--- src/rtl/ring_ptr_pkg.sv ---
package ring_ptr_pkg;
  localparam int unsigned RING_LEN_DEF = 15;

  function automatic int unsigned pos_width(input int unsigned n);
    return (n < 2) ? 1 : $clog2(n);
  endfunction
endpackage

--- src/rtl/node_sampler.sv ---
module node_sampler #(
  parameter int unsigned N = 15
) (
  input  logic         clk_i,
  input  logic         rst_ni,
  input  logic [N-1:0] nodes_i,
  output logic [N-1:0] samp_o,
  output logic         vld_o
);
  always_ff @(posedge clk_i or negedge rst_ni) begin
    if (!rst_ni) begin
      samp_o <= '0;
      vld_o  <= 1'b0;
    end else begin
      samp_o <= nodes_i;
      vld_o  <= 1'b1;
    end
  end
endmodule

--- src/rtl/pointer_gen.sv ---
module pointer_gen #(
  parameter int unsigned N = 15
) (
  input  logic [N-1:0] samp_i,
  output logic [N-1:0] ptr_o
);
  for (genvar i = 0; i < N; i++) begin : g_pair
    localparam int unsigned NXT = (i + 1) % N;
    assign ptr_o[i] = ~(samp_i[i] ^ samp_i[NXT]);
  end
endmodule

--- src/rtl/pointer_encoder.sv ---
module pointer_encoder #(
  parameter int unsigned N = 15,
  parameter int unsigned W = 4
) (
  input  logic [N-1:0] ptr_i,
  output logic [W-1:0] idx_o,
  output logic         single_o
);
  localparam int unsigned CW = $clog2(N + 1);
  logic [CW-1:0] cnt;

  // lowest active index wins: scan downwards, last hit sticks
  always_comb begin
    idx_o = '0;
    for (int i = N - 1; i >= 0; i--) begin
      if (ptr_i[i]) idx_o = W'(i);
    end
  end

  always_comb begin
    cnt = '0;
    for (int i = 0; i < N; i++) cnt = cnt + CW'(ptr_i[i]);
  end

  assign single_o = (cnt == CW'(1));
endmodule

--- src/rtl/mod_diff.sv ---
module mod_diff #(
  parameter int unsigned N = 15,
  parameter int unsigned W = 4
) (
  input  logic         clk_i,
  input  logic         rst_ni,
  input  logic         en_i,
  input  logic         single_i,
  input  logic [W-1:0] idx_i,
  output logic [W-1:0] pos_o,
  output logic [W-1:0] diff_o,
  output logic         err_o
);
  localparam logic [W-1:0] MODV = W'(N);

  logic [W:0]   raw;
  logic [W-1:0] wrapped;

  assign raw     = {1'b0, idx_i} - {1'b0, pos_o};
  // borrow: bring the 2^W wrap back to a modulo-N wrap
  assign wrapped = raw[W] ? (raw[W-1:0] + MODV) : raw[W-1:0];

  always_ff @(posedge clk_i or negedge rst_ni) begin
    if (!rst_ni) begin
      pos_o  <= '0;
      diff_o <= '0;
      err_o  <= 1'b0;
    end else if (en_i) begin
      if (single_i) begin
        pos_o  <= idx_i;
        diff_o <= wrapped;
        err_o  <= 1'b0;
      end else begin
        diff_o <= '0;
        err_o  <= 1'b1;
      end
    end
  end
endmodule

--- src/rtl/ring_phase_decoder.sv ---
module ring_phase_decoder
  import ring_ptr_pkg::*;
#(
  parameter int unsigned RING_LEN = RING_LEN_DEF,
  parameter int unsigned POS_W    = pos_width(RING_LEN)
) (
  input  logic                clk_i,
  input  logic                rst_ni,
  input  logic [RING_LEN-1:0] nodes_i,
  output logic [POS_W-1:0]    pos_o,
  output logic [POS_W-1:0]    diff_o,
  output logic                err_o
);
  if ((RING_LEN % 2) == 0 || RING_LEN < 3) begin : g_bad_len
    $error("RING_LEN must be odd and at least 3");
  end

  logic [RING_LEN-1:0] samp;
  logic                samp_vld;
  logic [RING_LEN-1:0] ptr;
  logic [POS_W-1:0]    idx;
  logic                single;

  node_sampler #(.N(RING_LEN)) u_samp (
    .clk_i  (clk_i),
    .rst_ni (rst_ni),
    .nodes_i(nodes_i),
    .samp_o (samp),
    .vld_o  (samp_vld)
  );

  pointer_gen #(.N(RING_LEN)) u_ptr (
    .samp_i(samp),
    .ptr_o (ptr)
  );

  pointer_encoder #(.N(RING_LEN), .W(POS_W)) u_enc (
    .ptr_i   (ptr),
    .idx_o   (idx),
    .single_o(single)
  );

  mod_diff #(.N(RING_LEN), .W(POS_W)) u_diff (
    .clk_i   (clk_i),
    .rst_ni  (rst_ni),
    .en_i    (samp_vld),
    .single_i(single),
    .idx_i   (idx),
    .pos_o   (pos_o),
    .diff_o  (diff_o),
    .err_o   (err_o)
  );
endmodule

--- config.mk ---
export PLATFORM = sky130hd
export DESIGN_NAME = ring_phase_decoder
export DESIGN_NICKNAME = d
export VERILOG_FILES = /design/src/rtl/ring_ptr_pkg.sv /design/src/rtl/node_sampler.sv /design/src/rtl/pointer_gen.sv /design/src/rtl/pointer_encoder.sv /design/src/rtl/mod_diff.sv /design/src/rtl/ring_phase_decoder.sv
export SDC_FILE = /design/constraint.sdc
export NUM_CORES = 1
export LEC_CHECK = 0
export BUFFER_PORTS_ARGS = -buffer_cell sky130_fd_sc_hd__buf_4
export CELL_PAD_IN_SITES_DETAIL_PLACEMENT = 1
export CELL_PAD_IN_SITES_GLOBAL_PLACEMENT = 1
export CORE_MARGIN = 1.5
export CORE_UTILIZATION = 42
export CTS_BUF_LIST = sky130_fd_sc_hd__clkbuf_16
export CTS_CLUSTER_SIZE = 14
export DETAILED_ROUTE_END_ITERATION = 8
export PLACE_DENSITY_LB_ADDON = 0.15
export SLEW_MARGIN = 10
export SYNTH_ARGS = -nofsm -noshare
export SYNTH_HDL_FRONTEND = slang
export SYNTH_SLANG_ARGS = --single-unit
--- constraint.sdc ---
create_clock -name clk_i -period 11.1 [get_ports clk_i]
set_input_delay 2.22 -clock clk_i [delete_from_list [all_inputs] [get_ports clk_i]]
set_output_delay 2.22 -clock clk_i [all_outputs]
set_load 0.05 [all_outputs]
# Word-level counts from Yosys, hierarchy flattened
# Cells that the tools add are included.
# totals
reg_bits	25
wordCells	71
# classes
add_sub_neg	16
n_eq_ne	1
muxes	18
bitwise	30
reduce_logical	1
# ops
operator	count
$mux 4	17
$add 4x1->4	13
$not 1->1	15
$xor 1x1->1	15
$sub 4x4->5	1
$add 4x4->4 const B	1
$eq 4x1->1 const B	1
$add 1x1->2	1
$reduce_and 2->1	1
$mux 1	1

# Depth between registers and ports, before layout
# depth
ltp_word	20
ltp_mapped	19
depth_no_buf	19

# Cells and area by module
# A second synthesis with hierarchy kept.
# hier_totals
hier_cells	145
hier_area_um2	1547.7
# by_module_without_submodules
mod	instances	cells_each	area_each_um2
mod_diff	1	53	548.0
pointer_encoder	1	60	464.2
node_sampler	1	17	404.1
pointer_gen	1	15	131.4

# Worst setup path after synthesis
# Ideal clock, no wire load.
# synth_timing
path_type	register to register
start	reg u_samp.samp_o[0]
end	reg u_diff.pos_o[2]
setup_ns	0.125
arrival_time_ns	4.689
slack_ns	6.286
stages_incl_launch_ff	20
period_less_slack_ns	4.814
cell_sequence	dfrtp_1 -> nor2b_1 -> nor2_1 -> ha_1 -> inv_1 -> fa_1 -> inv_1 -> fa_1 -> fa_1 -> inv_1 -> fa_1 -> inv_1 -> ha_1 -> inv_1 -> fa_1 -> nand2b_1 -> o2bb2ai_1 -> nand2_1 -> a21oi_2 -> mux2_2
# synth_via
elab_chain_len	18
word_cells_on_any_way	35
classes_between	add/sub (14); eq/ne (1); mux (15); bitwise (4); reduce/logical (1)
# synth_lines
item	line	rtl
start: declaration	node_sampler.sv:7	output logic [N-1:0] samp_o,
start signal: assignment	node_sampler.sv:15	samp_o <= nodes_i;
$xor 1x1->1	pointer_gen.sv:9	assign ptr_o[i] = ~(samp_i[i] ^ samp_i[NXT]);
$not 1->1	pointer_gen.sv:9	
$add 1x1->2	pointer_encoder.sv:22	for (int i = 0; i < N; i++) cnt = cnt + CW'(ptr_i[i]);
$add 4x1->4 (13 in series)	pointer_encoder.sv:22	
$eq 4x1->1	pointer_encoder.sv:25	assign single_o = (cnt == CW'(1));
$reduce_and 2->1 (no line)	n/a	
end signal: assignment	mod_diff.sv:30	pos_o <= idx_i;
end: declaration	mod_diff.sv:10	output logic [W-1:0] pos_o,
# Parallel ways exist; a longest one is shown, timed or not.
# A chain may end at the register's enable or synchronous reset.

# Final worst setup path
# layout_timing
start	reg u_samp.samp_o[0]
end	reg u_diff.pos_o[3]
# Same word-level chain as after synthesis.

==> metrics.txt <==
outcome=complete, no violations; Final TNS setup=0 ps; WL/cell=16.1 um; Core ar.=0.00409 mm2; data required time of the worst path=about 11000 ps; kind of critical path=reg2reg; remaining global-route overflow=0; Cells after Synth=183; Leakage=0.976 nW; Final Net Count=243; Max IR drop VDD=0.106 mV; Total GRT Usage=a little under a fifth; CP startpoint kind=flip-flop; Slew HR=65.3%; RSZ-0062 raised after global routing=no; Min-Delay Path Class=reg2reg; Post-synth EDFFs=0; post-CTS setup buffer count=0; Area Growth Syn to Fin=15.3%; clock-pin slew on the worst setup and hold paths=70 ps; final instance area=0.00211 mm2; Pre-antenna DRT Iters=4; worst setup margin=5820 ps; synth warn=0; post-synth cell types=46; first-pass GRT wire length=6900 um; Final Critical Period=5280 ps; Power Total=~0.48 mW; IO buf count=25; CTS tree=built; Vias=~1400; # setup viols final=0; Root Driver=clkbuf_16; Placement Rows=23; WP data arrival=between 5000 and 6000 ps; post-CTS sizing=0; clock sink count=25; Pwr Density=227 mW/mm2; placed inst area=0.00203 mm2; maximum number of pins on one net before global-route repair=26; hold_buf cts=0; Residual DRC=0; Seq/Total Area, Yosys=34.2%; synthesized flop and latch total=25; Reg2Reg Depth=19; Multi-input gate area=0.00108 mm2; Mapped Nets=221; Clock Latency Late Sink=roughly 260 ps; I/O pin total=26; Hold Slack=503 ps; Fin. Hold Viols=0; Worst setup EP type=flip-flop; htree depth=1; total CTS buffers=3; Die Wd=69.0 um; register area=626 um2; # diodes=0; fmax=around 190 MHz; clock buffer depth=2; Worst Tran Pin Value=521 ps; area leader, netlist=dfrtp_1; Main synth FF type=dfrtp_1; syn avg cell area=10.0 um2; # fillers=473; antenna violations before repair=0; Die Y=~69 um; Place WS=just under 6000 ps; period utilization=47.6%; number of global-route vias before repair=between 1000 and 1500; die area=0.00476 mm2; clk_skew=approximately 2.7 ps; fraction of layout cells with a size suffix above 1=between 15 and 20%; Antenna Nets Post-Route=0; commonest cells in the netlist=25 x dfrtp_1, 20 x inv_1, 12 x ha_1, 11 x nand2b_1; max cap viols=0; synthesized area=0.00183 mm2; drt total wl=4100 um; vias per inst=5.43; Critical Path Fanout Max=9; Post-DP HPWL=3310 um; Async S/R FF share, synth=100%; GPL Wtd Cong=0.772; most area-consuming cells after synthesis=dfrtp_1 34%, fa_1 9.8%, ha_1 8.2%; count leader, synth=dfrtp_1; share of the synthesized area in the top cell type=34.2%; Initial Util=44.8%; DRT iter0 DRCs=32; Final Max Tran Viols=0; hold path depth=2
## metrics by stage
stage	instances	utilization, %
final	254	51.7
after global routing	254	51.7
after CTS	254	51.7
after detailed placement	250	49.7
after global placement	250	49.7
after floorplan	183	-
## layout make-up
class	count	share of cell area, %
Inverter	20	3.56
Clock inverter	1	0.178
Multi-Input combinational cell	130	51.2
Timing Repair Buffer	25	8.89
Clock buffer	3	3.56
Tap cell	50	2.96
Sequential cell	25	29.6
## critical path, stage by stage, from the launching register on
cell       delay (ps)
dfrtp_1           470
nor2b_1           300
nor2_1            120
ha_1              290
inv_1              50
fa_1              470
inv_1              60
fa_1              480
fa_1              510
inv_1              50
fa_1              430
inv_1              70
ha_1              150
inv_1              60
fa_1              410
nand2b_1          190
o2bb2ai_1         140
nand2_1            80
a21oi_2           440
mux2_2            400
## sequential cells by signal, indices dropped and copies added (netlist names)
signal	cells
u_diff.pos_o	4
u_samp.vld_o	1
u_samp.samp_o	15
u_diff.diff_o	4
u_diff.err_o	1
## cells in the final DEF, fill, tap and decap left out, types with 4 or more instances in the layout
cell / count
nor2_1: 9
fa_1: 9
dfrtp_1: 25
nor2b_1: 8
inv_1: 21
xor2_1: 8
nand2b_1: 11
mux2i_1: 5
nand2_1: 8
o21ai_0: 7
xnor2_1: 8
a22o_1: 4
a21oi_1: 8
ha_1: 12
buf_4: 25
## worst paths after layout
path                                   from           endpoint  slack, ps
setup / recovery           u_samp.samp_o[0]    u_diff.pos_o[3]       5820
hold / removal                 u_diff.err_o       u_diff.err_o        500
setup reg to reg           u_samp.samp_o[0]    u_diff.pos_o[3]       5820
hold reg to reg                u_diff.err_o       u_diff.err_o        500
max in group asynchronous            rst_ni    u_diff.pos_o[1]       8990
min in group asynchronous            rst_ni  u_samp.samp_o[13]       1850
## report_power, final
| group | switching (mW) | internal [mW] | total, mW |
|---|---|---|---|
| clock network | 0.0335 | 0.0483 | 0.0818 |
| registers | 0.0153 | 0.106 | 0.121 |
| logic | 0.160 | 0.117 | 0.277 |
| total | 0.209 | 0.271 | 0.479 |
## routing by layer
metal | part of all wire [%] | routed length, um | vias to the layer above | GRT usage [%]
met2 | 51 | 2080 | 22 | 31.2
li1 | - | - | 655 | -
met4 | 2.5 | 102 | 0 | 7.84
met1 | 44 | 1810 | 697 | 23.2
met3 | 2.6 | 108 | 6 | 3.22
met5 | 0 | 0 | - | 0
## kinds of logic (layout without fill, tap and decap cells)
logic type	Yosys count	after routing	share of synthesized area [%]
simple gates	55	55	17.6
compound gates	29	29	10.7
buf+inv	28	49	6.77
flops	25	25	34.2
fa+ha+maj	21	21	18.0
xor+xnor	16	16	7.66
mux	8	8	4.78
other cells	1	1	0.205
(Power assumes the default switching activity.)
